`config.mk`:
```
export PLATFORM = sky130hd
export DESIGN_NAME = cfg_port_regfile
export DESIGN_NICKNAME = d
export VERILOG_FILES = /design/src/rtl/cfgp_pkg.sv /design/src/rtl/cfgp_key_detect.sv /design/src/rtl/cfgp_bank_regs.sv /design/src/rtl/cfg_port_regfile.sv
export SDC_FILE = /design/constraint.sdc
export NUM_CORES = 1
export LEC_CHECK = 0
export ABC_AREA = 0
export ABC_CLOCK_PERIOD_IN_PS = 3500
export BUFFER_PORTS_ARGS = -buffer_cell sky130_fd_sc_hd__buf_2
export CAP_MARGIN = 20
export CORE_ASPECT_RATIO = 0.9
export CORE_UTILIZATION = 55
export DETAILED_ROUTE_END_ITERATION = 10
export HOLD_SLACK_MARGIN = 0.05
export PLACE_DENSITY = 0.81
export REMOVE_ABC_BUFFERS = 1
export SLEW_MARGIN = 5
export SYNTH_ARGS = -nofsm -noshare
export SYNTH_HDL_FRONTEND = slang
export SYNTH_SLANG_ARGS = --single-unit
```
`constraint.sdc`:
```
create_clock -name clk -period 3.5 [get_ports clk]
set_input_delay 0.175 -clock clk [delete_from_list [all_inputs] [get_ports clk]]
set_output_delay 0.175 -clock clk [all_outputs]
set_load 0.005 [all_outputs]
```
`src/rtl/cfgp_pkg.sv`:
```
package cfgp_pkg;
  localparam int KEY_LEN = 4;
  // unlock key in the order it must be written, entry 0 first
  localparam logic [KEY_LEN-1:0][7:0] UNLOCK_KEY = {8'h55, 8'h55, 8'h01, 8'h87};

  localparam logic [7:0] IX_EXIT  = 8'h02;
  localparam logic [7:0] EXIT_CMD = 8'h02;
  localparam logic [7:0] IX_LDN   = 8'h07;
  localparam logic [7:0] IX_IDHI  = 8'h20;
  localparam logic [7:0] IX_IDLO  = 8'h21;
  localparam logic [7:0] IX_REV   = 8'h22;
  localparam logic [7:0] IX_ACT   = 8'h30;
  localparam logic [7:0] IX_BHI   = 8'h60;
  localparam logic [7:0] IX_BLO   = 8'h61;
  localparam logic [7:0] SEALED_RD = 8'hFF;
endpackage

```
`src/rtl/cfgp_key_detect.sv`:
```
module cfgp_key_detect
  import cfgp_pkg::*;
(
  input  logic       clk,
  input  logic       rst,
  input  logic       idx_wr,
  input  logic [7:0] wdata,
  input  logic       exit_req,
  output logic       unlocked
);
  localparam int PW = $clog2(KEY_LEN);
  localparam logic [PW-1:0] LAST = PW'(KEY_LEN - 1);

  logic [PW-1:0] pos_q;
  logic          open_q;

  always_ff @(posedge clk) begin
    if (rst) begin
      pos_q  <= '0;
      open_q <= 1'b0;
    end else if (open_q) begin
      pos_q <= '0;
      if (exit_req) open_q <= 1'b0;
    end else if (idx_wr) begin
      if (wdata == UNLOCK_KEY[pos_q]) begin
        if (pos_q == LAST) begin
          open_q <= 1'b1;
          pos_q  <= '0;
        end else begin
          pos_q <= pos_q + 1'b1;
        end
      end else if (wdata == UNLOCK_KEY[0]) begin
        pos_q <= PW'(1);
      end else begin
        pos_q <= '0;
      end
    end
  end

  assign unlocked = open_q;

  AST_OPEN_AFTER_LAST_BYTE: assert property (@(posedge clk) disable iff (rst)
    $rose(open_q) |-> ($past(pos_q) == LAST && $past(idx_wr)));
  AST_SEAL_STEADY: assert property (@(posedge clk) disable iff (rst)
    (!idx_wr && !exit_req) |=> $stable(open_q));
  AST_POS_IDLE_OPEN: assert property (@(posedge clk) disable iff (rst)
    open_q |=> (pos_q == '0));
endmodule

```
`src/rtl/cfgp_bank_regs.sv`:
```
module cfgp_bank_regs #(
  parameter int NUM_DEV = 16
) (
  input  logic                 clk,
  input  logic                 rst,
  input  logic [7:0]           sel_dev,
  input  logic                 wr_act,
  input  logic                 wr_bhi,
  input  logic                 wr_blo,
  input  logic [7:0]           wdata,
  output logic [7:0]           rd_act,
  output logic [7:0]           rd_bhi,
  output logic [7:0]           rd_blo,
  output logic [NUM_DEV-1:0]   dev_active,
  output logic [16*NUM_DEV-1:0] dev_base
);
  localparam int DW = (NUM_DEV > 1) ? $clog2(NUM_DEV) : 1;

  logic          dev_hit;
  logic [DW-1:0] sel;
  logic [NUM_DEV-1:0]       act_q;
  logic [NUM_DEV-1:0][15:0] base_q;

  assign dev_hit = ({1'b0, sel_dev} < 9'(NUM_DEV));
  assign sel     = sel_dev[DW-1:0];

  for (genvar g = 0; g < NUM_DEV; g++) begin : g_dev
    logic        act_r;
    logic [15:0] base_r;
    logic        mine;
    assign mine = dev_hit && (sel == DW'(g));
    always_ff @(posedge clk) begin
      if (rst) begin
        act_r  <= 1'b0;
        base_r <= '0;
      end else if (mine) begin
        if (wr_act) act_r        <= wdata[0];
        if (wr_bhi) base_r[15:8] <= wdata;
        if (wr_blo) base_r[7:0]  <= wdata;
      end
    end
    assign act_q[g]  = act_r;
    assign base_q[g] = base_r;
    assign dev_base[16*g +: 16] = base_r;
  end

  assign dev_active = act_q;

  always_comb begin
    rd_act = 8'h00;
    rd_bhi = 8'h00;
    rd_blo = 8'h00;
    if (dev_hit) begin
      rd_act = {7'b0, act_q[sel]};
      rd_bhi = base_q[sel][15:8];
      rd_blo = base_q[sel][7:0];
    end
  end

  AST_ACT_HOLD: assert property (@(posedge clk) disable iff (rst)
    !wr_act |=> $stable(dev_active));
  AST_NO_GHOST_WRITE: assert property (@(posedge clk) disable iff (rst)
    !dev_hit |=> ($stable(dev_base) && $stable(dev_active)));
  AST_ONE_BANK_MOVES: assert property (@(posedge clk) disable iff (rst)
    1'b1 |=> $countones(dev_active ^ $past(dev_active)) <= 1);
endmodule

```
`src/rtl/cfg_port_regfile.sv`:
```
module cfg_port_regfile
  import cfgp_pkg::*;
#(
  parameter int              ADDR_W   = 16,
  parameter logic [ADDR_W-1:0] IDX_PORT = 'h2E,
  parameter logic [ADDR_W-1:0] DAT_PORT = 'h2F,
  parameter int              NUM_DEV  = 16,
  parameter logic [15:0]     CHIP_ID  = 16'h1234,
  parameter logic [3:0]      CHIP_REV = 4'h1
) (
  input  logic                  clk,
  input  logic                  rst,
  input  logic [ADDR_W-1:0]     bus_addr,
  input  logic                  bus_wr,
  input  logic                  bus_rd,
  input  logic [7:0]            bus_wdata,
  output logic [7:0]            bus_rdata,
  output logic                  cfg_open,
  output logic [NUM_DEV-1:0]    dev_active,
  output logic [16*NUM_DEV-1:0] dev_base
);
  logic idx_hit, dat_hit, idx_wr, dat_wr, rd_hit, exit_req, unlocked;
  logic [7:0] index_q, ldn_q, rd_val, rd_reg;
  logic [7:0] b_act, b_bhi, b_blo;
  logic [7:0] rdata_q;

  assign idx_hit  = (bus_addr == IDX_PORT);
  assign dat_hit  = (bus_addr == DAT_PORT);
  assign idx_wr   = bus_wr && idx_hit;
  assign dat_wr   = bus_wr && dat_hit && unlocked;
  assign rd_hit   = bus_rd && (idx_hit || dat_hit);
  assign exit_req = dat_wr && (index_q == IX_EXIT) && (bus_wdata == EXIT_CMD);

  cfgp_key_detect u_key (
    .clk      (clk),
    .rst      (rst),
    .idx_wr   (idx_wr),
    .wdata    (bus_wdata),
    .exit_req (exit_req),
    .unlocked (unlocked)
  );

  always_ff @(posedge clk) begin
    if (rst) begin
      index_q <= '0;
      ldn_q   <= '0;
    end else begin
      if (idx_wr && unlocked) index_q <= bus_wdata;
      if (dat_wr && index_q == IX_LDN) ldn_q <= bus_wdata;
    end
  end

  cfgp_bank_regs #(.NUM_DEV(NUM_DEV)) u_bank (
    .clk        (clk),
    .rst        (rst),
    .sel_dev    (ldn_q),
    .wr_act     (dat_wr && index_q == IX_ACT),
    .wr_bhi     (dat_wr && index_q == IX_BHI),
    .wr_blo     (dat_wr && index_q == IX_BLO),
    .wdata      (bus_wdata),
    .rd_act     (b_act),
    .rd_bhi     (b_bhi),
    .rd_blo     (b_blo),
    .dev_active (dev_active),
    .dev_base   (dev_base)
  );

  always_comb begin
    unique case (index_q)
      IX_LDN:  rd_reg = ldn_q;
      IX_IDHI: rd_reg = CHIP_ID[15:8];
      IX_IDLO: rd_reg = CHIP_ID[7:0];
      IX_REV:  rd_reg = {4'h0, CHIP_REV};
      IX_ACT:  rd_reg = b_act;
      IX_BHI:  rd_reg = b_bhi;
      IX_BLO:  rd_reg = b_blo;
      default: rd_reg = 8'h00;
    endcase
    if (!unlocked)    rd_val = SEALED_RD;
    else if (idx_hit) rd_val = index_q;
    else              rd_val = rd_reg;
  end

  always_ff @(posedge clk) begin
    if (rst)         rdata_q <= '0;
    else if (rd_hit) rdata_q <= rd_val;
  end

  assign bus_rdata = rdata_q;
  assign cfg_open  = unlocked;

  AST_SEALED_READ_FF: assert property (@(posedge clk) disable iff (rst)
    (rd_hit && !cfg_open) |=> (bus_rdata == 8'hFF));
  AST_EXIT_SEALS: assert property (@(posedge clk) disable iff (rst)
    (cfg_open && bus_wr && dat_hit && index_q == IX_EXIT && bus_wdata == EXIT_CMD) |=> !cfg_open);
  AST_RDATA_HOLD: assert property (@(posedge clk) disable iff (rst)
    !rd_hit |=> $stable(bus_rdata));
  AST_SEALED_INDEX_HOLD: assert property (@(posedge clk) disable iff (rst)
    !cfg_open |=> $stable(index_q));
endmodule

```
==> Word-level counts from Yosys, hierarchy flattened <==
Index checks and enable logic that the tools add are counted.
{ "op_classes": {"n_eq_ne": 29, "n_mux": 20, "n_lt_le_gt_ge": 3, "reduce_logical": 78, "n_addsub": 1} }
{ "ops": {"columns": ["op", "count"], "rows": [
  ["AND reduction 2 bit", 48],
  ["binary-select mux 16 bit (select 4 bit)", 1],
  ["case mux 8 bit (7 select lines)", 1],
  ["2-to-1 mux 8 bit", 5],
  ["== test 16 x 6 -> 1 bit (second input constant)", 2],
  ["== test 4 bit (second input constant)", 8],
  ["== test 8 x 6 -> 1 bit (second input constant)", 4],
  ["logical AND 1 bit", 27],
  ["binary-select mux 8 bit (select 2 bit)", 1],
  ["== test 4 x 3 -> 1 bit (second input constant)", 4],
  ["== test 8 x 2 -> 1 bit (second input constant)", 2],
  ["== test 8 x 7 -> 1 bit (second input constant)", 2],
  ["2-to-1 mux 16 bit", 1],
  ["== test 4 x 2 -> 1 bit (second input constant)", 2],
  ["== test 8 x 3 -> 1 bit (second input constant)", 1],
  ["== test 8 bit", 1],
  ["== test 8 bit (second input constant)", 1],
  ["less-than comparator 8 x 5 -> 1 bit (second input constant)", 1],
  ["2-to-1 mux 1 bit", 8],
  ["less-than comparator 4 x 5 -> 1 bit (second input constant)", 1],
  ["binary-select mux 1 bit (select 4 bit)", 1],
  ["== test 4 x 1 -> 1 bit (second input constant)", 1],
  ["logical NOT 4 bit", 1],
  ["2-to-1 mux 2 bit", 2],
  ["5 further kinds", 5]
]} }
{ "totals": {"in_bits": 28, "out_inout_bits": 281, "register_bits": 299, "word_cells": 184} }

==> Longest topological paths before layout <==
Gate-level depths: netlist of run 1.
{ "logic_depth": {"depth_word": 7, "depth_mapped": 10} }

==> By module <==
A second synthesis of run 1 with hierarchy kept.
{ "hier_totals": {"cells_unflattened": 1336, "hier_area_um2": 14199.9} }
{ "by_module_without_submodules": {"columns": ["mod", "seq_area_each_um2", "cells_each", "area_per_inst_um2", "n_inst"], "rows": [
  ["cfgp_bank_regs", 5445.2, 1134, 12448.2, 1],
  ["cfg_port_regfile", 480.5, 171, 1495.2, 1],
  ["cfgp_key_detect", 60.1, 31, 256.5, 1]
]} }

==> Worst setup path before layout of run 1 <==
OpenSTA, ideal clock, no wires.
{ "synth_timing": {"path_kind": "register -> register", "from": "reg index_q[5]", "to": "reg u_bank.g_dev[4].base_r[0]", "setup_time_ns": 0.132, "period_less_slack_ns": 2.431, "path_slack_ns": 1.069, "arrival_ns": 2.299, "path_stages_with_launch": 9, "required_ns": 3.368, "path_buffers": 2, "cell_sequence": "dfxtp_1 clkbuf_1 or4b_1 or3_1 nor4_4 buf_6 nand2_2 nand2_1 a21oi_1"} }
{ "synth_between": {"elab_chain_cells": 3} }
{ "synth_lines": {"columns": ["element", "line_no", "rtl"], "rows": [
  ["start, declared", "cfg_port_regfile.sv:23", "logic [7:0] index_q, ldn_q, rd_val, rd_reg;"],
  ["start signal, assigned", "cfg_port_regfile.sv:48", "if (idx_wr && unlocked) index_q <= bus_wdata;"],
  ["== test 8 x 7 -> 1 bit", "cfg_port_regfile.sv:59", ".wr_blo (dat_wr && index_q == IX_BLO),"],
  ["logical AND 1 bit", "cfg_port_regfile.sv:59", null],
  ["AND reduction 2 bit (no line)", null, null],
  ["end signal, assigned", "cfgp_bank_regs.sv:39", "if (wr_blo) base_r[7:0] <= wdata;"],
  ["end, declared", "cfgp_bank_regs.sv:29", "logic [15:0] base_r;"]
]} }
No other way between the ends.
A chain may end at the register's enable or synchronous reset.

==> Final worst setup path of run 1 <==
{ "layout_timing": {"from": "reg ldn_q[2]", "to": "reg rdata_q[2], in the netlist bus_rdata[2]"} }
{ "layout_between": {"elab_chain_cells": 6} }
{ "layout_lines": {"columns": ["element", "line_no", "rtl"], "rows": [
  ["start, declared", "cfg_port_regfile.sv:23", null],
  ["start signal, assigned", "cfg_port_regfile.sv:49", "if (dat_wr && index_q == IX_LDN) ldn_q <= bus_wdata;"],
  ["binary-select mux 16 bit (select 4 bit)", "cfgp_bank_regs.sv:55, cfgp_bank_regs.sv:56", null],
  ["2-to-1 mux 16 bit (not written as such)", "cfgp_bank_regs.sv:55", "rd_bhi = base_q[sel][15:8];"],
  ["2-to-1 mux 8 bit", "cfgp_bank_regs.sv:53", "if (dev_hit) begin"],
  ["case mux 8 bit (7 select lines) (*)", "cfg_port_regfile.sv:69", "unique case (index_q)"],
  ["2-to-1 mux 8 bit (*)", "cfg_port_regfile.sv:80", "else if (idx_hit) rd_val = index_q;"],
  ["2-to-1 mux 8 bit (*)", "cfg_port_regfile.sv:79", "if (!unlocked) rd_val = SEALED_RD;"],
  ["end signal, assigned", "cfg_port_regfile.sv:86", "else if (rd_hit) rdata_q <= rd_val;"],
  ["end, declared", "cfg_port_regfile.sv:25", "logic [7:0] rdata_q;"]
]} }
Every way passes the cells marked *; elsewhere a longest branch is shown, timed or not. The select of a mux whose other input is x is not followed.

==> results.sh, run 1 <==
export IMPL_outcome="complete, no violations"
export IMPL_die_width_um=170
export IMPL_yosys_warnings=0
export IMPL_post_route_min_period_ps=3050
export IMPL_pin_count_of_the_biggest_net_entering_global_routing=136
export IMPL_place_detailed_instances=2271
export IMPL_crit_type="reg -> reg"
export IMPL_p_seq_frac=0.491
export IMPL_area_sequential_um2=6000
export IMPL_nNetsFinal=2001
export IMPL_firstDrtPassIters=6
export IMPL_synth_top_cells_by_count="sky130_fd_sc_hd__nand2_1 (594), sky130_fd_sc_hd__dfxtp_1 (299), sky130_fd_sc_hd__a21oi_1 (292)"
export IMPL_crit_chain="mux4_2, mux2_2, o211a_1, a2111oi_0, buf_4, a21oi_1"
export IMPL_min_period_over_period=0.870
export IMPL_dpl_worst_slack_ps=576
export IMPL_start_kind="flip-flop"
export IMPL_cpMaxStageDelayCell="sky130_fd_sc_hd__dfxtp_1"
export IMPL_port_buffers=308
export IMPL_timing_max_cap_violations=0
export IMPL_setup_viol=0
export IMPL_power_density_nw_per_um2=414
export IMPL_vdd_ir_drop_max_v=0.000336
export IMPL_postCtsSetupBuffers=0
export IMPL_syn_to_final_growth_pct=20.5
export IMPL_antenna_violating_nets_post_route=0
export IMPL_post_synth_edffs=0
export IMPL_ys_ff_latch=299
export IMPL_netlist_instances=1704
export IMPL_drive_gt1_frac=0.263
export IMPL_grt_overflow=0
export IMPL_clkTransAtPathRegs_ps=70
export IMPL_final_worst_path_setup_slack_ps=454
export IMPL_slew_headroom=0.381
export IMPL_crit_path_max_incr_delay_ps=880
export IMPL_combPwrFrac=0.026
export IMPL_routed_via_density=6.26
export IMPL_fin_skew_ps=8.44
export IMPL_swShare=0.225
export IMPL_internal_power_mw=5.37
export IMPL_root_buffer="sky130_fd_sc_hd__clkbuf_16"
export IMPL_net_switching_power_mw=1.56
export IMPL_max_clock_path_buffers=3
export IMPL_mappedNetlistArea_um2=13900
export IMPL_wire_length_of_the_first_global_routing_pass_mm=78.4
export IMPL_cts_max_level=1
export IMPL_synthDominantAreaCellType="sky130_fd_sc_hd__dfxtp_1"
export IMPL_num_io_pins=309
export IMPL_max_freq_mhz=328
export IMPL_setup_repair_after_global_routing_missed_its_margin="no"
export IMPL_timing_critical_path_to_type="flip-flop"
export IMPL_power_total_mw=6.93
export IMPL_die_y_um=153
export IMPL_first_iter_violations=1943
export IMPL_clockPowerShare=0.483
export IMPL_netlist_top_cells_area="sky130_fd_sc_hd__dfxtp_1 (43%), sky130_fd_sc_hd__nand2_1 (16%), sky130_fd_sc_hd__a21oi_1 (11%)"
export IMPL_start_util=0.567
export IMPL_grt_use_total=0.391
export IMPL_timing_max_transition_violations_final=0
export IMPL_p_leak_nw=6.35
export IMPL_placedInstanceArea_um2=15700
export IMPL_clock_buffers_created_by_tritoncts=30
export IMPL_synth_area_per_cell_um2=8.16
export IMPL_detailroute_via_count=14600
export IMPL_dieArea_um2=25900
export IMPL_post_dp_hpwl_mm=35.9
export IMPL_coreArea_um2=24500
export IMPL_first_global_vias=13400
export IMPL_wl_per_cell_um=22.5
export IMPL_multi_input_area_um2=7300
export IMPL_num_rows=54
export IMPL_drc=0
export IMPL_layoutNonFillerInstCount=2329
export IMPL_ys_flop_type="sky130_fd_sc_hd__dfxtp_1"
export IMPL_wirelength_mm=52.3
export IMPL_routabilityCongestion=1.05
export IMPL_tritoncts="yes"
export IMPL_seq_area_frac_synth=0.430
export IMPL_yosys_area_top_type_share=0.430
export IMPL_worst_ep_required_time_ps=3930
export IMPL_yosysMostFrequentCell="sky130_fd_sc_hd__nand2_1"
export IMPL_cp_num_buf_inv=1
export IMPL_clkSinkCount=299
export IMPL_cp_data_arrival_time_ps=3470
export IMPL_hold_viol=0
export IMPL_final_design_area_no_fill_um2=16800
export IMPL_asyncSetResetFlopFracSynth=0
export IMPL_worstHoldPathType="in -> reg"
export IMPL_crit_path_max_fanout=15
export IMPL_layout_filler_cells=2028
export IMPL_fin_worst_hold_slack_ps=96.6
export IMPL_timing_worst_slew_pin_value_ps=928
export IMPL_yosysUniqueCellTypes=64
export IMPL_antenna_found_initial=1
export IMPL_worstSkewPairLatency_ps=570
export IMPL_cp_top_family="compound AO/OA/AOI/OAI gates"
per-layer routing:
metal  vias up  GRT usage  share of wire
met5         -          0              0
met4         0      0.166          0.049
met3       203     0.0893           0.14
met2      1115      0.591           0.44
met1      6897      0.538           0.38
li1       6363          -              -
area by class of cell:
class	count	area share
antenna	1	0.000149
clock buffer	40	0.0513
clock inverter	14	0.00919
inverter	4	0.000896
multi-input combinational	1271	0.436
sequential	299	0.358
tap	336	0.0251
timing repair buffer	364	0.120
tightest hold or removal path, stage by stage:
cell,delay (ps)
sky130_fd_sc_hd__buf_2,260
sky130_fd_sc_hd__nand2_1,110
sky130_fd_sc_hd__a21oi_1,50
cell families after synthesis:
kind of cell               share of synthesized area
adders and majority gates                    0.00270
DFF                                            0.430
buffers and inverters                         0.0445
xor gates and xnor gates                    0.000630
and+or+nand+nor                                0.244
muxes                                          0.130
AOI/OAI and AO/OA                              0.147
per-stage QoR:
stage	TNS, ps	utilization
global route	0	0.683
detailed placement	0	0.640
global placement	0	0.640
CTS	0	0.683
finish	0	0.683
floorplan	-957	-
final timing paths:
kind,from,end,slack (ps),depth (start not counted)
worst max-delay path,ldn_q[2],bus_rdata[2],450,6
worst min-delay path,bus_wdata[4],u_bank.g_dev[12].base_r[12],100,3
worst max register to register,ldn_q[2],bus_rdata[2],450,6
worst min register to register,u_bank.g_dev[0].base_r[1],u_bank.g_dev[0].base_r[1],460,2
power by group through the flow:
stage / registers (mW) / logic, mW / clock network, mW
floorplan: 3.48 / 0.0114 / 0
global placement: 3.48 / 0.169 / 0
detailed placement: 3.48 / 0.170 / 0
CTS: 3.40 / 0.173 / 3.33
global route: 3.40 / 0.186 / 3.46
finish: 3.40 / 0.181 / 3.35
registers in the layout (all words and copies together), names as in the netlist:
name,count
bus_rdata,8
index_q,8
ldn_q,8
u_bank.g_dev.act_r,16
u_bank.g_dev.base_r,256
u_key.pos_q,2
u_key.unlocked,1
what timing repair did:
item	4_1_cts	5_1_grt
resized for setup	0	0
endpoints found under the hold margin	10	0
hold buffers	3	0
placed cells by master (no fill, tap or decap), types with 4 or more instances in the layout:
| master | netlist | final |
|---|---|---|
| sky130_fd_sc_hd__clkbuf_16 | 0 | 31 |
| sky130_fd_sc_hd__mux2_2 | 10 | 10 |
| sky130_fd_sc_hd__nand2_1 | 594 | 594 |
| sky130_fd_sc_hd__buf_2 | 18 | 307 |
| sky130_fd_sc_hd__dfxtp_1 | 299 | 296 |
| sky130_fd_sc_hd__nor2b_1 | 7 | 7 |
| sky130_fd_sc_hd__a2111oi_0 | 4 | 4 |
| sky130_fd_sc_hd__nor2_4 | 11 | 11 |
| sky130_fd_sc_hd__inv_1 | 4 | 4 |
| sky130_fd_sc_hd__o211a_1 | 4 | 4 |
| sky130_fd_sc_hd__a21oi_1 | 292 | 292 |
| sky130_fd_sc_hd__o21ai_1 | 10 | 10 |
| sky130_fd_sc_hd__nand3_1 | 30 | 30 |
| sky130_fd_sc_hd__buf_4 | 17 | 51 |
| sky130_fd_sc_hd__a22oi_1 | 12 | 12 |
| sky130_fd_sc_hd__o21bai_1 | 8 | 8 |
| sky130_fd_sc_hd__clkinv_2 | 0 | 8 |
| sky130_fd_sc_hd__nor3_1 | 17 | 17 |
| sky130_fd_sc_hd__nand2b_1 | 6 | 6 |
| sky130_fd_sc_hd__a211oi_1 | 4 | 4 |
| sky130_fd_sc_hd__nor4_1 | 5 | 5 |
| sky130_fd_sc_hd__and3_1 | 5 | 5 |
| sky130_fd_sc_hd__nor2_2 | 10 | 10 |
| sky130_fd_sc_hd__mux4_2 | 57 | 57 |
| sky130_fd_sc_hd__nor2_1 | 47 | 47 |
| sky130_fd_sc_hd__nand2_2 | 11 | 11 |
| sky130_fd_sc_hd__o211ai_1 | 4 | 4 |
| sky130_fd_sc_hd__clkbuf_1 | 81 | 4 |
| sky130_fd_sc_hd__o21ai_0 | 19 | 19 |
| sky130_fd_sc_hd__mux2i_1 | 41 | 41 |
| sky130_fd_sc_hd__nand4_1 | 4 | 4 |
| sky130_fd_sc_hd__clkbuf_8 | 0 | 6 |
Power figures use the tool's default switching activity.
==> run 2: changes to the inputs <==
- CORE_UTILIZATION: 55 -> 45
- PLACE_DENSITY: 0.81 -> 0.68
==> run 2 against run 1 <==
Die area rose by 22%. Final cell count rose by 3.5%. Routed wire length rose by 4.4%. First-iteration DRC count fell by 15%. Via count fell by 2.6%. Combinational power barely moved. Register-to-register slack improved by 150 ps. Power rose by 5.3%. Design area rose by 1.9%. Core utilization fell by 12 points.
==> results.sh, run 2 (same netlist as run 1, synthesis figures left out) <==
export IMPL_outcome="complete, no violations"
export IMPL_nNetsFinal=2015
export IMPL_critical_path_startpoint="ldn_q[3]"
export IMPL_first_iter_violations=1644
export IMPL_final_design_area_no_fill_um2=17100
export IMPL_coreArea_um2=30100
export IMPL_cts_hold_buffers=2
export IMPL_worst_ep_required_time_ps=3880
export IMPL_drive_gt1_frac=0.268
export IMPL_postCtsSetupBuffers=0
export IMPL_swShare=0.222
export IMPL_worstHoldPathType="in -> reg"
export IMPL_timing_critical_path_to_type="flip-flop"
export IMPL_syn_to_final_growth_pct=22.7
export IMPL_timing_max_cap_violations=0
export IMPL_root_buffer="sky130_fd_sc_hd__clkbuf_16"
export IMPL_slew_headroom=0.388
export IMPL_clockPowerShare=0.509
export IMPL_routabilityCongestion=1.02
export IMPL_num_io_pins=309
export IMPL_p_seq_frac=0.466
export IMPL_grt_use_total=0.337
export IMPL_wirelength_mm=54.6
export IMPL_placedInstanceArea_um2=15900
export IMPL_clkSinkCount=299
export IMPL_mostFrequentLayoutCell="sky130_fd_sc_hd__nand2_1"
export IMPL_max_freq_mhz=345
export IMPL_post_cts_resized=0
export IMPL_antenna_found_initial=1
export IMPL_pin_count_of_the_biggest_net_entering_global_routing=101
export IMPL_wire_length_of_the_first_global_routing_pass_mm=81.2
export IMPL_start_kind="flip-flop"
export IMPL_first_global_vias=13400
export IMPL_layout_filler_cells=2763
export IMPL_layout_cells_most_common_list="sky130_fd_sc_hd__nand2_1 (594), sky130_fd_sc_hd__buf_2 (307), sky130_fd_sc_hd__dfxtp_1 (296), sky130_fd_sc_hd__a21oi_1 (292), sky130_fd_sc_hd__buf_4 (61)"
export IMPL_internal_power_mw=5.68
export IMPL_drc=0
export IMPL_timing_worst_slew_pin_value_ps=894
export IMPL_timing_max_transition_violations_final=0
export IMPL_max_clock_path_buffers=3
export IMPL_hold_start="bus_wdata[2]"
export IMPL_antenna_violating_nets_post_route=0
export IMPL_cp_data_arrival_time_ps=3280
export IMPL_net_switching_power_mw=1.62
export IMPL_setup_viol=0
export IMPL_routed_via_density=5.89
export IMPL_combPwrFrac=0.025
export IMPL_tritoncts="yes"
export IMPL_crit_type="reg -> reg"
export IMPL_cts_max_level=2
export IMPL_dieArea_um2=31600
export IMPL_fin_worst_hold_slack_ps=79.6
export IMPL_setup_repair_after_global_routing_missed_its_margin="no"
export IMPL_crit_path_max_fanout=33
export IMPL_port_buffers=308
export IMPL_num_rows=60
export IMPL_start_util=0.462
export IMPL_hold_viol=0
export IMPL_clock_buffers_created_by_tritoncts=34
export IMPL_fin_skew_ps=12.0
export IMPL_firstDrtPassIters=6
export IMPL_post_route_min_period_ps=2900
export IMPL_largest_register_ffs=256
export IMPL_vdd_ir_drop_max_v=0.000274
export IMPL_p_leak_nw=6.46
export IMPL_setup_tns_final_ps=0
export IMPL_die_width_um=187
export IMPL_min_period_over_period=0.829
export IMPL_clkTransAtPathRegs_ps=60
export IMPL_rr_startpoint="ldn_q[3]"
export IMPL_wl_per_cell_um=22.6
export IMPL_top_regs="u_bank.g_dev.base_r x256, u_bank.g_dev.act_r x16"
export IMPL_grt_overflow=0
export IMPL_post_dp_hpwl_mm=38.3
export IMPL_die_y_um=169
export IMPL_worstSkewPairLatency_ps=530
export IMPL_power_density_nw_per_um2=428
export IMPL_most_flop_heavy_register="u_bank.g_dev.base_r"
export IMPL_detailroute_via_count=14200
==> run 2: path summary, 6_finish.rpt <==
kind | slack [ps] | end | cells after the start
max reg2reg | 600 | bus_rdata[5] | 5
min | 80 | u_bank.g_dev[11].base_r[10] | 3
min reg2reg | 460 | u_bank.g_dev[14].base_r[2] | 2
max | 600 | bus_rdata[5] | 5
==> run 2: power by group through the flow <==
stage | clock network, mW | logic [mW] | registers (mW)
final | 3.72 | 0.183 | 3.40
after global routing | 3.87 | 0.190 | 3.40
after CTS | 3.72 | 0.177 | 3.40
after detailed placement | 0 | 0.174 | 3.48
after global placement | 0 | 0.173 | 3.48
after floorplan | 0 | 0.0114 | 3.48
==> run 2: metal layers <==
layer  vias to the layer above  part of all wire  track usage
met5                         -                 0            0
met4                         0             0.033        0.123
met3                       124              0.12       0.0948
met2                       860              0.44        0.510
met1                      6811              0.41        0.458
li1                       6397                 -            -
==> run 2: stage by stage <==
step,worst slack (ps),instances,util,total power [mW]
finish,600,2411,0.567,7.30
global placement,567,2349,0.528,3.65
floorplan,-268,1574,-,3.49
CTS,594,2410,0.567,7.30
detailed placement,620,2349,0.528,3.65
global route,467,2411,0.567,7.46
==> run 2: layout make-up <==
class	count	area [µm²]	share of cell area
Antenna cell	1	2.50	0.000147
Clock buffer	46	966	0.0566
Clock inverter	13	195	0.0114
Inverter	4	15.0	0.000880
Multi-Input combinational cell	1271	7300	0.428
Sequential cell	299	6000	0.351
Tap cell	403	504	0.0295
Timing Repair Buffer	374	2090	0.122
==> run 2: critical path: stages, from the launching register on <==
cell and delay (ps):
sky130_fd_sc_hd__dfxtp_4 710, sky130_fd_sc_hd__mux4_2 570, sky130_fd_sc_hd__mux2_2 270, sky130_fd_sc_hd__o211a_1 240, sky130_fd_sc_hd__a2111oi_0 780, sky130_fd_sc_hd__a21oi_1 160
==> run 3: changes to the inputs <==
- ABC_CLOCK_PERIOD_IN_PS: 3500 -> 3000
- clock period: 3.5 -> 3 ns (I/O delays scaled with it)
==> run 3 against run 2 <==
Power grew 11%. Sequential power is 17% higher. Count of clock-buffer cells in the layout rose by 5. Design area is 0.24% lower. Fmax grew 9.0%. Core utilization decreased by 0.14 points. Clock skew is 9.3 ps higher. Final cell count increased by 0.17%. Register-to-register slack got worse by 260 ps. Sequential cell count did not move. Die area did not move. Critical path type unchanged.
==> results.sh, run 3 (same netlist as run 1, synthesis figures left out) <==
export IMPL_outcome="complete, no violations"
export IMPL_detailroute_via_count=14000
export IMPL_hold_viol=0
export IMPL_slew_headroom=0.276
export IMPL_drc=0
export IMPL_hold_path_cell_count=4
export IMPL_fin_skew_ps=21.2
export IMPL_first_iter_violations=1657
export IMPL_rr_worst_depth=5
export IMPL_port_buffers=308
export IMPL_layout_cells_most_common_list="sky130_fd_sc_hd__nand2_1 (594), sky130_fd_sc_hd__buf_2 (307), sky130_fd_sc_hd__dfxtp_1 (296), sky130_fd_sc_hd__a21oi_1 (292), sky130_fd_sc_hd__buf_4 (64)"
export IMPL_start_kind="flip-flop"
export IMPL_nNetsFinal=2019
export IMPL_net_switching_power_mw=1.82
export IMPL_met3_length_mm=5.61
export IMPL_routed_via_density=5.80
export IMPL_timing_worst_slew_pin_value_ps=1090
export IMPL_worstHoldPathType="in -> reg"
export IMPL_antenna_violating_nets_post_route=0
export IMPL_final_worst_path_setup_slack_ps=340
export IMPL_reg2reg_slack_ps=340
export IMPL_crit_type="reg -> reg"
export IMPL_power_density_nw_per_um2=478
export IMPL_dieArea_um2=31600
export IMPL_coreArea_um2=30100
export IMPL_cts_max_level=1
export IMPL_timing_max_transition_violations_final=0
export IMPL_wirelength_mm=53.2
export IMPL_max_freq_mhz=376
export IMPL_antenna_found_initial=1
export IMPL_final_design_area_no_fill_um2=17000
export IMPL_hold_start="bus_addr[0]"
export IMPL_worst_ep_required_time_ps=3440
export IMPL_drive_gt1_frac=0.266
export IMPL_internal_power_mw=6.32
export IMPL_grt_use_total=0.327
export IMPL_firstDrtPassIters=6
export IMPL_diodes=0
export IMPL_mostFrequentLayoutCell="sky130_fd_sc_hd__nand2_1"
export IMPL_post_dp_hpwl_mm=37.4
export IMPL_max_clock_path_buffers=3
export IMPL_met2_routed_wirelength_mm=24.3
export IMPL_die_width_um=187
export IMPL_setup_viol=0
export IMPL_post_route_min_period_ps=2660
export IMPL_clkTransAtPathRegs_ps=60
export IMPL_pin_count_of_the_biggest_net_entering_global_routing=151
export IMPL_vdd_ir_drop_max_v=0.000446
export IMPL_multi_input_area_um2=7300
export IMPL_grt_overflow=0
export IMPL_crit_path_max_fanout=10
export IMPL_postCtsSetupBuffers=0
export IMPL_tritoncts="yes"
export IMPL_top_regs="u_bank.g_dev.base_r x256, u_bank.g_dev.act_r x16"
export IMPL_wl_per_cell_um=22.0
export IMPL_swShare=0.224
export IMPL_most_flop_heavy_register="u_bank.g_dev.base_r"
export IMPL_cp_data_arrival_time_ps=3100
export IMPL_dpl_worst_slack_ps=181
export IMPL_worstSkewPairLatency_ps=590
export IMPL_num_rows=60
export IMPL_r2r_end="bus_rdata[2]"
export IMPL_postLayoutCoreUtil=0.566
export IMPL_root_buffer="sky130_fd_sc_hd__clkbuf_16"
export IMPL_start_util=0.462
export IMPL_clkSinkCount=299
export IMPL_detail_route_wirelength_met1_mm=21.9
export IMPL_wire_length_of_the_first_global_routing_pass_mm=79.3
export IMPL_num_io_pins=309
export IMPL_die_y_um=169
export IMPL_min_period_over_period=0.887
export IMPL_routed_top_layer="met5"
export IMPL_area_sequential_um2=6000
export IMPL_worstHoldEndpoint="index_q[4]"
export IMPL_largest_register_ffs=256
export IMPL_setup_repair_after_global_routing_missed_its_margin="no"
export IMPL_routabilityCongestion=1.04
export IMPL_p_seq_frac=0.487
export IMPL_timing_max_cap_violations=0
export IMPL_rr_startpoint="ldn_q[2]"
export IMPL_syn_to_final_growth_pct=22.5
export IMPL_clock_buffers_created_by_tritoncts=31
export IMPL_clockPowerShare=0.486
export IMPL_p_leak_nw=6.46
export IMPL_timing_critical_path_to_type="flip-flop"
export IMPL_placedInstanceArea_um2=15900
export IMPL_first_global_vias=13100
export IMPL_layout_filler_cells=2798
export IMPL_combPwrFrac=0.027
-- run 3: cell types whose count changed in the layout (fill, tap and decap cells not counted), sizes merged --
cell	delta
buf	+5
inv	-1
clkinvlp	-3
diode	-1
dlygate4sd3	+2
clkinv	-1
clkbuf	+5
bufinv	-2
-- run 3: through the flow --
stage | instances | power, mW | TNS (ps) | hold WS, ps
floorplan | 1574 | 4.07 | -64960 | 219
global placement | 2354 | 4.26 | 0 | 448
detailed placement | 2354 | 4.26 | 0 | 453
CTS | 2415 | 8.15 | 0 | 53.3
global route | 2415 | 8.34 | 0 | 79.8
finish | 2415 | 8.14 | 0 | 62.7
-- run 3: worst max path at each step --
| stage | start | endpoint | slack, ps |
|---|---|---|---|
| 2_1_floorplan | ldn_q[3] | bus_rdata[1] | -770 |
| 3_3_place_gp | bus_addr[6] | u_bank.g_dev[9].act_r | 200 |
| 3_5_place_dp | bus_addr[6] | u_bank.g_dev[7].act_r | 180 |
| 4_1_cts | ldn_q[2] | bus_rdata[5] | 340 |
| 5_1_grt | ldn_q[2] | u_bank.g_dev[4].base_r[11] | 140 |
| 6_report | ldn_q[2] | bus_rdata[2] | 340 |
-- run 3: power groups by stage --
stage	logic, mW	clock network [mW]	registers, mW
5_1_grt	0.226	4.15	3.96
3_5_place_dp	0.207	0	4.06
3_3_place_gp	0.206	0	4.06
4_1_cts	0.211	3.97	3.97
2_1_floorplan	0.0133	0	4.06
6_report	0.218	3.95	3.97
-- run 3: layer usage --
layer  global-route usage  vias up
met1                0.444     6721
met4               0.0948        2
li1                     -     6408
met3               0.0757      109
met2                0.519      774
met5                    0        -
-- run 3: area by class of cell --
class,count,area share
Multi-Input combinational cell,1271,0.429
Sequential cell,299,0.352
Timing Repair Buffer,381,0.127
Clock buffer,51,0.0553
Tap cell,403,0.0296
Clock inverter,6,0.00581
Inverter,4,0.000882
-- run 3: critical path: stages, from the launching register on --
cell and delay (ps):
sky130_fd_sc_hd__dfxtp_1 640, sky130_fd_sc_hd__mux4_2 570, sky130_fd_sc_hd__mux2_2 280, sky130_fd_sc_hd__o211a_1 260
sky130_fd_sc_hd__a2111oi_0 630, sky130_fd_sc_hd__a21oi_1 140
-- run 3: timing repair --
item                                   CTS  global route
endpoints found under the hold margin   15             0
resized for setup                        0             0
setup endpoints to repair                0             0
hold buffers                             4             0
